## src/rtl/regbank_pkg.sv

```systemverilog
package regbank_pkg;

   // Byte register codes; pair p occupies codes 2p (high) and 2p+1 (low).
   typedef enum logic [2:0] {
      BR_A = 3'd0, BR_F = 3'd1, BR_B = 3'd2, BR_C = 3'd3,
      BR_D = 3'd4, BR_E = 3'd5, BR_H = 3'd6, BR_L = 3'd7
   } byte_reg_e;

   typedef enum logic [2:0] {
      WP_AF = 3'd0, WP_BC = 3'd1, WP_DE = 3'd2, WP_HL = 3'd3,
      WP_SP = 3'd4, WP_PC = 3'd5, WP_NUL6 = 3'd6, WP_NUL7 = 3'd7
   } word_reg_e;

   typedef enum logic [1:0] {
      MD_MONO = 2'd0, MD_SUPER = 2'd1, MD_COLOUR = 2'd2, MD_ADVANCE = 2'd3
   } model_e;

   typedef struct packed {
      logic [15:0] af;
      logic [15:0] bc;
      logic [15:0] de;
      logic [15:0] hl;
   } pair_set_t;

endpackage

```

## src/rtl/regbank_reset_rom.sv

```systemverilog
module regbank_reset_rom
   import regbank_pkg::*;
(
   input  logic [1:0] model,
   input  logic       colour_tgt,
   output pair_set_t  vals
);

   logic [15:0] de_colour;
   logic [15:0] hl_colour;

   assign de_colour = colour_tgt ? 16'hFF56 : 16'h0008;
   assign hl_colour = colour_tgt ? 16'h000D : 16'h007C;

   always_comb begin
      vals = '0;
      case (model_e'(model))
         MD_MONO: begin
            vals.af = 16'h01B0;
            vals.bc = 16'h0013;
            vals.de = 16'h00D8;
            vals.hl = 16'h014D;
         end
         MD_SUPER: begin
            vals.af = 16'h0100;
            vals.bc = 16'h0014;
            vals.de = 16'h0000;
            vals.hl = 16'hC060;
         end
         MD_COLOUR: begin
            vals.af = 16'h1180;
            vals.bc = 16'h0000;
            vals.de = de_colour;
            vals.hl = hl_colour;
         end
         MD_ADVANCE: begin
            vals.af = 16'h1100;
            vals.bc = 16'h0100;
            vals.de = de_colour;
            vals.hl = hl_colour;
         end
         default: vals = '0;
      endcase
   end

endmodule

```

## src/rtl/regbank_byte_cell.sv

```systemverilog
module regbank_byte_cell #(
   parameter int unsigned W    = 8,
   parameter logic [W-1:0] LIVE = {W{1'b1}}
) (
   input  logic         clk,
   input  logic         rst,
   input  logic [W-1:0] rst_val,
   input  logic         we,
   input  logic [W-1:0] wd,
   output logic [W-1:0] q
);

   initial begin
      if (LIVE == '0) $error("regbank_byte_cell: no live bits");
   end

   // Only live bits get a flop; dead bits are constant zero.
   for (genvar b = 0; b < W; b++) begin : g_bit
      if (LIVE[b]) begin : g_ff
         logic r;
         always_ff @(posedge clk) begin
            if (rst)     r <= rst_val[b];
            else if (we) r <= wd[b];
         end
         assign q[b] = r;
      end else begin : g_tie
         logic unused_b;
         assign unused_b = rst_val[b] ^ wd[b];
         assign q[b]     = 1'b0;
      end
   end

endmodule

```

## src/rtl/regbank_flag_ops.sv

```systemverilog
module regbank_flag_ops #(
   parameter int unsigned W  = 8,
   parameter int unsigned NF = 4,
   localparam int unsigned IW = (NF > 1) ? $clog2(NF) : 1
) (
   input  logic [W-1:0]  f_cur,
   input  logic [IW-1:0] idx,
   input  logic          set_i,
   input  logic          clr_i,
   output logic [W-1:0]  f_next,
   output logic          upd,
   output logic [W-1:0]  sel_mask,
   output logic          bit_rd
);

   initial begin
      if (NF == 0 || NF > W) $error("regbank_flag_ops: bad flag count");
   end

   // Flag k sits at bit W-1-k.
   always_comb begin
      sel_mask = '0;
      for (int k = 0; k < NF; k++) begin
         if (idx == IW'(k)) sel_mask[W-1-k] = 1'b1;
      end
   end

   assign upd    = set_i | clr_i;
   assign f_next = set_i ? (f_cur | sel_mask) : (f_cur & ~sel_mask);
   assign bit_rd = |(f_cur & sel_mask);

endmodule

```

## src/rtl/cpu_regbank.sv

```systemverilog
module cpu_regbank
   import regbank_pkg::*;
#(
   parameter int unsigned BYTE_W   = 8,
   parameter int unsigned NFLAGS   = 4,
   parameter logic [15:0] PC_RESET = 16'h0100,
   parameter logic [15:0] SP_RESET = 16'hFFFE
) (
   input  logic        clk,
   input  logic        rst,
   input  logic [1:0]  model_sel,
   input  logic        colour_tgt,
   input  logic [2:0]  b_sel,
   input  logic        b_we,
   input  logic [7:0]  b_wdata,
   output logic [7:0]  b_rdata,
   input  logic [2:0]  w_sel,
   input  logic        w_we,
   input  logic [15:0] w_wdata,
   output logic [15:0] w_rdata,
   input  logic [1:0]  flag_idx,
   input  logic        flag_set,
   input  logic        flag_clr,
   output logic        flag_rd
);

   localparam int unsigned WORD_W = 2 * BYTE_W;
   localparam int unsigned NREG   = 8;
   localparam int unsigned NPAIR  = NREG / 2;
   localparam int unsigned FIDX   = int'(BR_F);
   localparam logic [BYTE_W-1:0] F_LIVE =
      {{NFLAGS{1'b1}}, {(BYTE_W-NFLAGS){1'b0}}};

   initial begin
      if (BYTE_W != 8)                   $error("cpu_regbank: reset table needs 8-bit bytes");
      if (NFLAGS < 1 || NFLAGS >= BYTE_W) $error("cpu_regbank: NFLAGS out of range");
   end

   // ---------------- reset contents ----------------
   pair_set_t         rv;
   logic [WORD_W-1:0] pair_rv [NPAIR];

   regbank_reset_rom u_rom (
      .model      (model_sel),
      .colour_tgt (colour_tgt),
      .vals       (rv)
   );

   assign pair_rv[0] = rv.af;
   assign pair_rv[1] = rv.bc;
   assign pair_rv[2] = rv.de;
   assign pair_rv[3] = rv.hl;

   // ---------------- flag helpers ----------------
   logic [BYTE_W-1:0] q [NREG];
   logic [BYTE_W-1:0] f_next;
   logic [BYTE_W-1:0] f_sel_mask;
   logic              f_upd;

   regbank_flag_ops #(.W(BYTE_W), .NF(NFLAGS)) u_flags (
      .f_cur    (q[FIDX]),
      .idx      (flag_idx),
      .set_i    (flag_set),
      .clr_i    (flag_clr),
      .f_next   (f_next),
      .upd      (f_upd),
      .sel_mask (f_sel_mask),
      .bit_rd   (flag_rd)
   );

   // ---------------- byte storage ----------------
   logic [NPAIR-1:0] pair_hit;
   for (genvar p = 0; p < NPAIR; p++) begin : g_hit
      assign pair_hit[p] = w_we && (w_sel == 3'(p));
   end

   for (genvar i = 0; i < NREG; i++) begin : g_reg
      localparam int unsigned P  = i / 2;
      localparam bit          HI = (i % 2) == 0;
      localparam logic [BYTE_W-1:0] LIVE = (i == FIDX) ? F_LIVE : {BYTE_W{1'b1}};

      logic              we;
      logic [BYTE_W-1:0] wd;
      logic [BYTE_W-1:0] rst_byte;
      logic [BYTE_W-1:0] word_byte;
      logic              byte_hit;

      assign rst_byte  = HI ? pair_rv[P][WORD_W-1:BYTE_W] : pair_rv[P][BYTE_W-1:0];
      assign word_byte = HI ? w_wdata[WORD_W-1:BYTE_W]    : w_wdata[BYTE_W-1:0];
      assign byte_hit  = b_we && (b_sel == 3'(i));

      // Priority: word port, then byte port, then flag helper (F only).
      if (i == FIDX) begin : g_fsrc
         always_comb begin
            we = 1'b1;
            if (pair_hit[P])   wd = word_byte;
            else if (byte_hit) wd = b_wdata;
            else if (f_upd)    wd = f_next;
            else begin
               we = 1'b0;
               wd = q[i];
            end
         end
      end else begin : g_src
         always_comb begin
            we = pair_hit[P] | byte_hit;
            wd = pair_hit[P] ? word_byte : b_wdata;
         end
      end

      regbank_byte_cell #(.W(BYTE_W), .LIVE(LIVE)) u_cell (
         .clk     (clk),
         .rst     (rst),
         .rst_val (rst_byte),
         .we      (we),
         .wd      (wd),
         .q       (q[i])
      );
   end

   // ---------------- pointers ----------------
   logic [WORD_W-1:0] sp_q;
   logic [WORD_W-1:0] pc_q;

   always_ff @(posedge clk) begin
      if (rst) begin
         sp_q <= SP_RESET;
         pc_q <= PC_RESET;
      end else if (w_we) begin
         if (w_sel == WP_SP) sp_q <= w_wdata;
         if (w_sel == WP_PC) pc_q <= w_wdata;
      end
   end

   // ---------------- read paths ----------------
   assign b_rdata = q[b_sel];

   always_comb begin
      case (word_reg_e'(w_sel))
         WP_AF:   w_rdata = {q[0], q[1]};
         WP_BC:   w_rdata = {q[2], q[3]};
         WP_DE:   w_rdata = {q[4], q[5]};
         WP_HL:   w_rdata = {q[6], q[7]};
         WP_SP:   w_rdata = sp_q;
         WP_PC:   w_rdata = pc_q;
         default: w_rdata = '0;
      endcase
   end

   // ---------------- assertions ----------------
   a_r2_af_low_zero: assert property (@(posedge clk) disable iff (rst)
      (w_sel == WP_AF) |-> (w_rdata[3:0] == 4'h0));

   a_r4_pc_load: assert property (@(posedge clk) disable iff (rst)
      (w_we && w_sel == WP_PC) |=> (pc_q == $past(w_wdata)));

   a_r4_sp_load: assert property (@(posedge clk) disable iff (rst)
      (w_we && w_sel == WP_SP) |=> (sp_q == $past(w_wdata)));

   a_r5_word_wins: assert property (@(posedge clk) disable iff (rst)
      (w_we && w_sel == WP_BC && b_we && b_sel == BR_C) |=> (q[3] == $past(w_wdata[7:0])));

   a_r6_flag_set: assert property (@(posedge clk) disable iff (rst)
      (flag_set && !(b_we && b_sel == BR_F) && !(w_we && w_sel == WP_AF))
      |=> ((q[FIDX] & $past(f_sel_mask)) != '0));

   a_r6_flag_clr: assert property (@(posedge clk) disable iff (rst)
      (flag_clr && !flag_set && !(b_we && b_sel == BR_F) && !(w_we && w_sel == WP_AF))
      |=> ((q[FIDX] & $past(f_sel_mask)) == '0));

   a_r8_ptr_reset: assert property (@(posedge clk) disable iff (rst)
      $past(rst) |-> (pc_q == PC_RESET && sp_q == SP_RESET));

   a_r9_null_read: assert property (@(posedge clk) disable iff (rst)
      (w_sel == WP_NUL6 || w_sel == WP_NUL7) |-> (w_rdata == '0));

   a_r10_hold: assert property (@(posedge clk) disable iff (rst)
      (!b_we && !w_we && !flag_set && !flag_clr) |=> ($stable(pc_q) && $stable(sp_q) && $stable(q[0])));

endmodule

```

## config.mk

```make
export PLATFORM = sky130hd
export DESIGN_NAME = cpu_regbank
export DESIGN_NICKNAME = d
export VERILOG_FILES = /design/src/rtl/regbank_pkg.sv /design/src/rtl/regbank_reset_rom.sv /design/src/rtl/regbank_byte_cell.sv /design/src/rtl/regbank_flag_ops.sv /design/src/rtl/cpu_regbank.sv
export SDC_FILE = /design/constraint.sdc
export NUM_CORES = 1
export LEC_CHECK = 0
export ABC_AREA = 1
export BUFFER_PORTS_ARGS = -buffer_cell sky130_fd_sc_hd__buf_2
export CAP_MARGIN = 15
export CORE_MARGIN = 4
export CORE_UTILIZATION = 59
export DETAILED_ROUTE_END_ITERATION = 8
export GPL_ROUTABILITY_DRIVEN = 0
export PLACE_DENSITY = 0.83
export SLEW_MARGIN = 5
export SYNTH_ARGS = -nofsm -noshare
export SYNTH_HDL_FRONTEND = slang
export SYNTH_SLANG_ARGS = --single-unit
```

## constraint.sdc

```tcl
create_clock -name clk -period 2.4 [get_ports clk]
set_input_delay 0.36 -clock clk [delete_from_list [all_inputs] [get_ports clk]]
set_output_delay 0.36 -clock clk [all_outputs]
set_load 0.03 [all_outputs]
```

==> run summary <==
Clock share of power: 27.6%. Clock-pin slew was measured on the worst setup and hold paths at 0.10 ns. The layer flagged by global routing as most heavily used is met2. Setup repair after global routing left no endpoint under its margin. The floorplan die height was 105 µm; the number of hold violations in the final report was 0.

Of the synthesized area, sequential elements account for 43.7%. The maximum fanout encountered on the critical timing path is 15. The pre-antenna-repair detailed-routing pass consisted of 7 iterations. The run gives 92 as the TritonCTS sink count. Capturing point of the worst reg2reg path: g_reg[1].u_cell.g_bit[6].g_ff.r.

Data on the critical path is required at its endpoint by 2.04 ns. The share of cells above drive strength 1 works out to 12.6%. By count the netlist is led by nand2_1 (345), nand3_1 (93), nor2_1 (76), inv_1 (75), edfxtp_1 (60). Combinational share of power: 22.1%. Sequential power share: 50.3%.

For the worst setup path, the data arrival time is 1.81 ns. STA classifies the critical path startpoint as a primary input. The H-tree generated during clock tree synthesis spans 3 levels.

The count of pins over their slew limit was 0; the global-route wire length before repair was 29.6 mm. The run gives 0.233 ns as the worst setup margin. For the synthesized netlist cell count, the log shows 833. The remaining global-route overflow was 0. The startpoint identified for the worst hold timing path is w_wdata[12].

The count of input and output buffers is 65, and the number of diodes added for antenna fixing is 0. The tools report the global-route track usage on met1 as 46.0%. The unique cell type count in the Yosys netlist was 23. Setup violations remaining at the end of the flow were counted as 0. The worst setup timing slack at the placement stage is 0.282 ns, and the maximum ir drop on the vdd rail is 347 µV. The synthesized netlist occupies a cell area of 5580 µm². The Yosys step of the flow raised 0 warnings. The critical path is of the primary input to output port type.

The count of state elements after synthesis is 92. The final layout contains routed wiring with a total length of 18.9 mm. The run finished with clean final reports. STA classifies the critical path endpoint as an output port. After detailed routing, the average wire length per cell comes to 18.4 µm. The path depth of the worst reg2reg path is 4.

The min-delay analysis places its worst path in the category primary input to register. Among all flip-flop cells after synthesis, the most frequent one is edfxtp_1. At the later pin of the worst-skew pair, clock insertion delay measures 0.37 ns.

For the number of vias after detailed routing, the log shows 6,095. The met2 track utilization from global routing came out at 52.7%. The internal power was 2.48 mW. The overall die area is 11,100 µm². TritonCTS built the clock tree. In this run the biggest area consumer among cell types represents 32.3% of the synthesized area. In this run the mean area of a mapped cell was 6.70 µm². Counting flops with an async set or reset pin after synthesis yields a share of 0%. Derived from the worst setup path, the maximum achievable clock frequency is 0.461 GHz.

The number of synthesized flops with an enable pin came out at 60. Hold repair after CTS inserted 0 buffers. For this design the top-level I/O count stands at 66. The initial standard-cell utilization of the core was 60.4%; the slew at the pin closest to its max-slew limit was 1.05 ns.

Entering global routing, the biggest net connects 36 pins. The via count of the first global-routing pass was 5,597. The startpoint identified for the worst register-to-register timing path is g_reg[1].u_cell.g_bit[6].g_ff.r. Global routing consumed, over all layers together, 34.1% of the routing resources.

At the end of the flow, the number of nets in the layout was 931. For this design the total switching power over the nets is 1.32 mW. The tools report the net count after synthesis as 874. Of all cell types, the one taking the most synthesized area is edfxtp_1. The tools report the sink of the worst hold path as sp_q[12]. Compared with the post-synthesis result, the final layout area differs by 11.6%. For the number of setup buffers added after CTS, the log shows 0. No sink is reached through more buffers than the 2 on the longest clock path.

The HPWL after detailed placement is 14.0 mm. The count of nets left with antenna violations once routing finished came out at 0. For the number of remaining DRC errors, the log shows 0. In the global route stage, met3 resource usage came out at 7.72%. The run gives 35 as the count of standard-cell rows.

After synthesis, the cell types taking the most area are edfxtp_1 (32%), nand2_1 (23%), dfxtp_1 (11%). The static leakage came out at 3.08 nW. The logs give 1,050 for the count of routing violations after the opening detailed-route iteration and 0 ns for the clock tree skew after final layout. In this run, CTS created clock tree buffers numbering 9. For the finished layout, the period the worst path requires is 2.17 ns. The number of antenna violations at the first check in global routing is 0, and the switching power as a share of total power is 34.8%.

After clock tree synthesis, the repair step resized 0 gates. Dividing the final minimum period by the clock period gives 90.3%. From left edge to right edge, the die measures 105 µm. The ratio of routed vias to standard cells came out at 5.95. The root buffer cell chosen for the clock tree is clkbuf_8. The number of instances on the worst hold path is 3. The most frequently used cell type in the post-synthesis netlist was nand2_1.

The max-cap check violation count is 0, and the setup slack of the worst register-to-register path is 1.44 ns. The final sum of negative setup slack came out at 0 ns. The worst pin sits at a relative slew slack of 29.4%. The core region is 9240 µm².

The power per cell area works out to 610 nW/µm².
[metrics by stage]
stage / total power [mW] / instance area [µm²] / cells / hold WS, ns / util, %
after detailed placement: 2.76 / 6040 / 1008 / 0.443 / 65.4
final: 3.80 / 6230 / 1024 / 0.260 / 67.4
after global routing: 3.94 / 6230 / 1024 / 0.246 / 67.4
after CTS: 3.76 / 6230 / 1024 / 0.250 / 67.4
after floorplan: 2.45 / 5580 / 833 / 0.429 / -
after global placement: 2.73 / 6040 / 1008 / 0.437 / 65.4
[cells by family (layout without fill, tap and decap cells)]
logic type / after synthesis / count (layout) / synth area share [%]
DFF: 92 / 92 / 43.7
and+or+nand+nor: 528 / 528 / 38.4
buffers and inverters: 121 / 183 / 8.76
AOI/OAI and AO/OA: 92 / 92 / 9.14
[layout make-up]
| class | instances | area [µm²] |
|---|---|---|
| clock inverters | 7 | 63.8 |
| flip-flops and latches | 92 | 2440 |
| fillers | 815 | 3010 |
| inverters | 81 | 304 |
| repair buffers | 86 | 483 |
| clock buffers | 9 | 124 |
| well taps | 129 | 161 |
| multi-input cells | 620 | 2650 |
[how the worst max path moves through the flow]
| stage | from | endpoint | slack (ns) | depth (start not counted) |
|---|---|---|---|---|
| floorplan | b_sel[0] | g_reg[0].u_cell.g_bit[0].g_ff.r | 0.55 | 4 |
| global placement | b_sel[1] | g_reg[6].u_cell.g_bit[4].g_ff.r | 0.34 | 6 |
| detailed placement | b_sel[1] | g_reg[6].u_cell.g_bit[2].g_ff.r | 0.28 | 6 |
| CTS | b_sel[1] | b_rdata[0] | 0.33 | 9 |
| global route | b_sel[1] | b_rdata[0] | 0.18 | 9 |
| finish | b_sel[1] | b_rdata[1] | 0.23 | 9 |
[registers in the layout, summed over array words and instances (netlist names), named ones only]
name and count:
sp_q 16, pc_q 16, g.u_cell.g_bit.g_ff.r 57
[critical path, cell delays in order]
cell	delay, ns
buf_2	0.12
clkinv_1	0.22
nor2_2	0.24
buf_4	0.27
a21oi_1	0.10
nand2_1	0.11
nand2_1	0.07
nand2_1	0.10
buf_2	0.21
[power groups by stage]
stage | sequential, mW | clock [mW] | combinational (mW)
after global routing | 1.92 | 1.12 | 0.903
after global placement | 1.94 | 0 | 0.795
after CTS | 1.91 | 1.03 | 0.814
final | 1.91 | 1.05 | 0.840
after detailed placement | 1.94 | 0 | 0.812
after floorplan | 1.92 | 0 | 0.528
[metal layers]
layer  wire, µm  up-vias
met4        880        0
met1       6900     2698
met5          0        -
met3       2700       83
met2       8380      516
li1           -     2798
[cells in the final DEF, fill, tap and decap left out, drive strengths merged]
master,instances
nand2,345
nand3,94
buf,86
inv,83
nor2,81
edfxtp,60
a21oi,42
dfxtp,32
o21ai,22
o22ai,17
o211ai,9
clkbuf,9
nand4,6
clkinv,5
or2,2
o221ai,1
a22oi,1
Power figures use the tool's default switching activity.
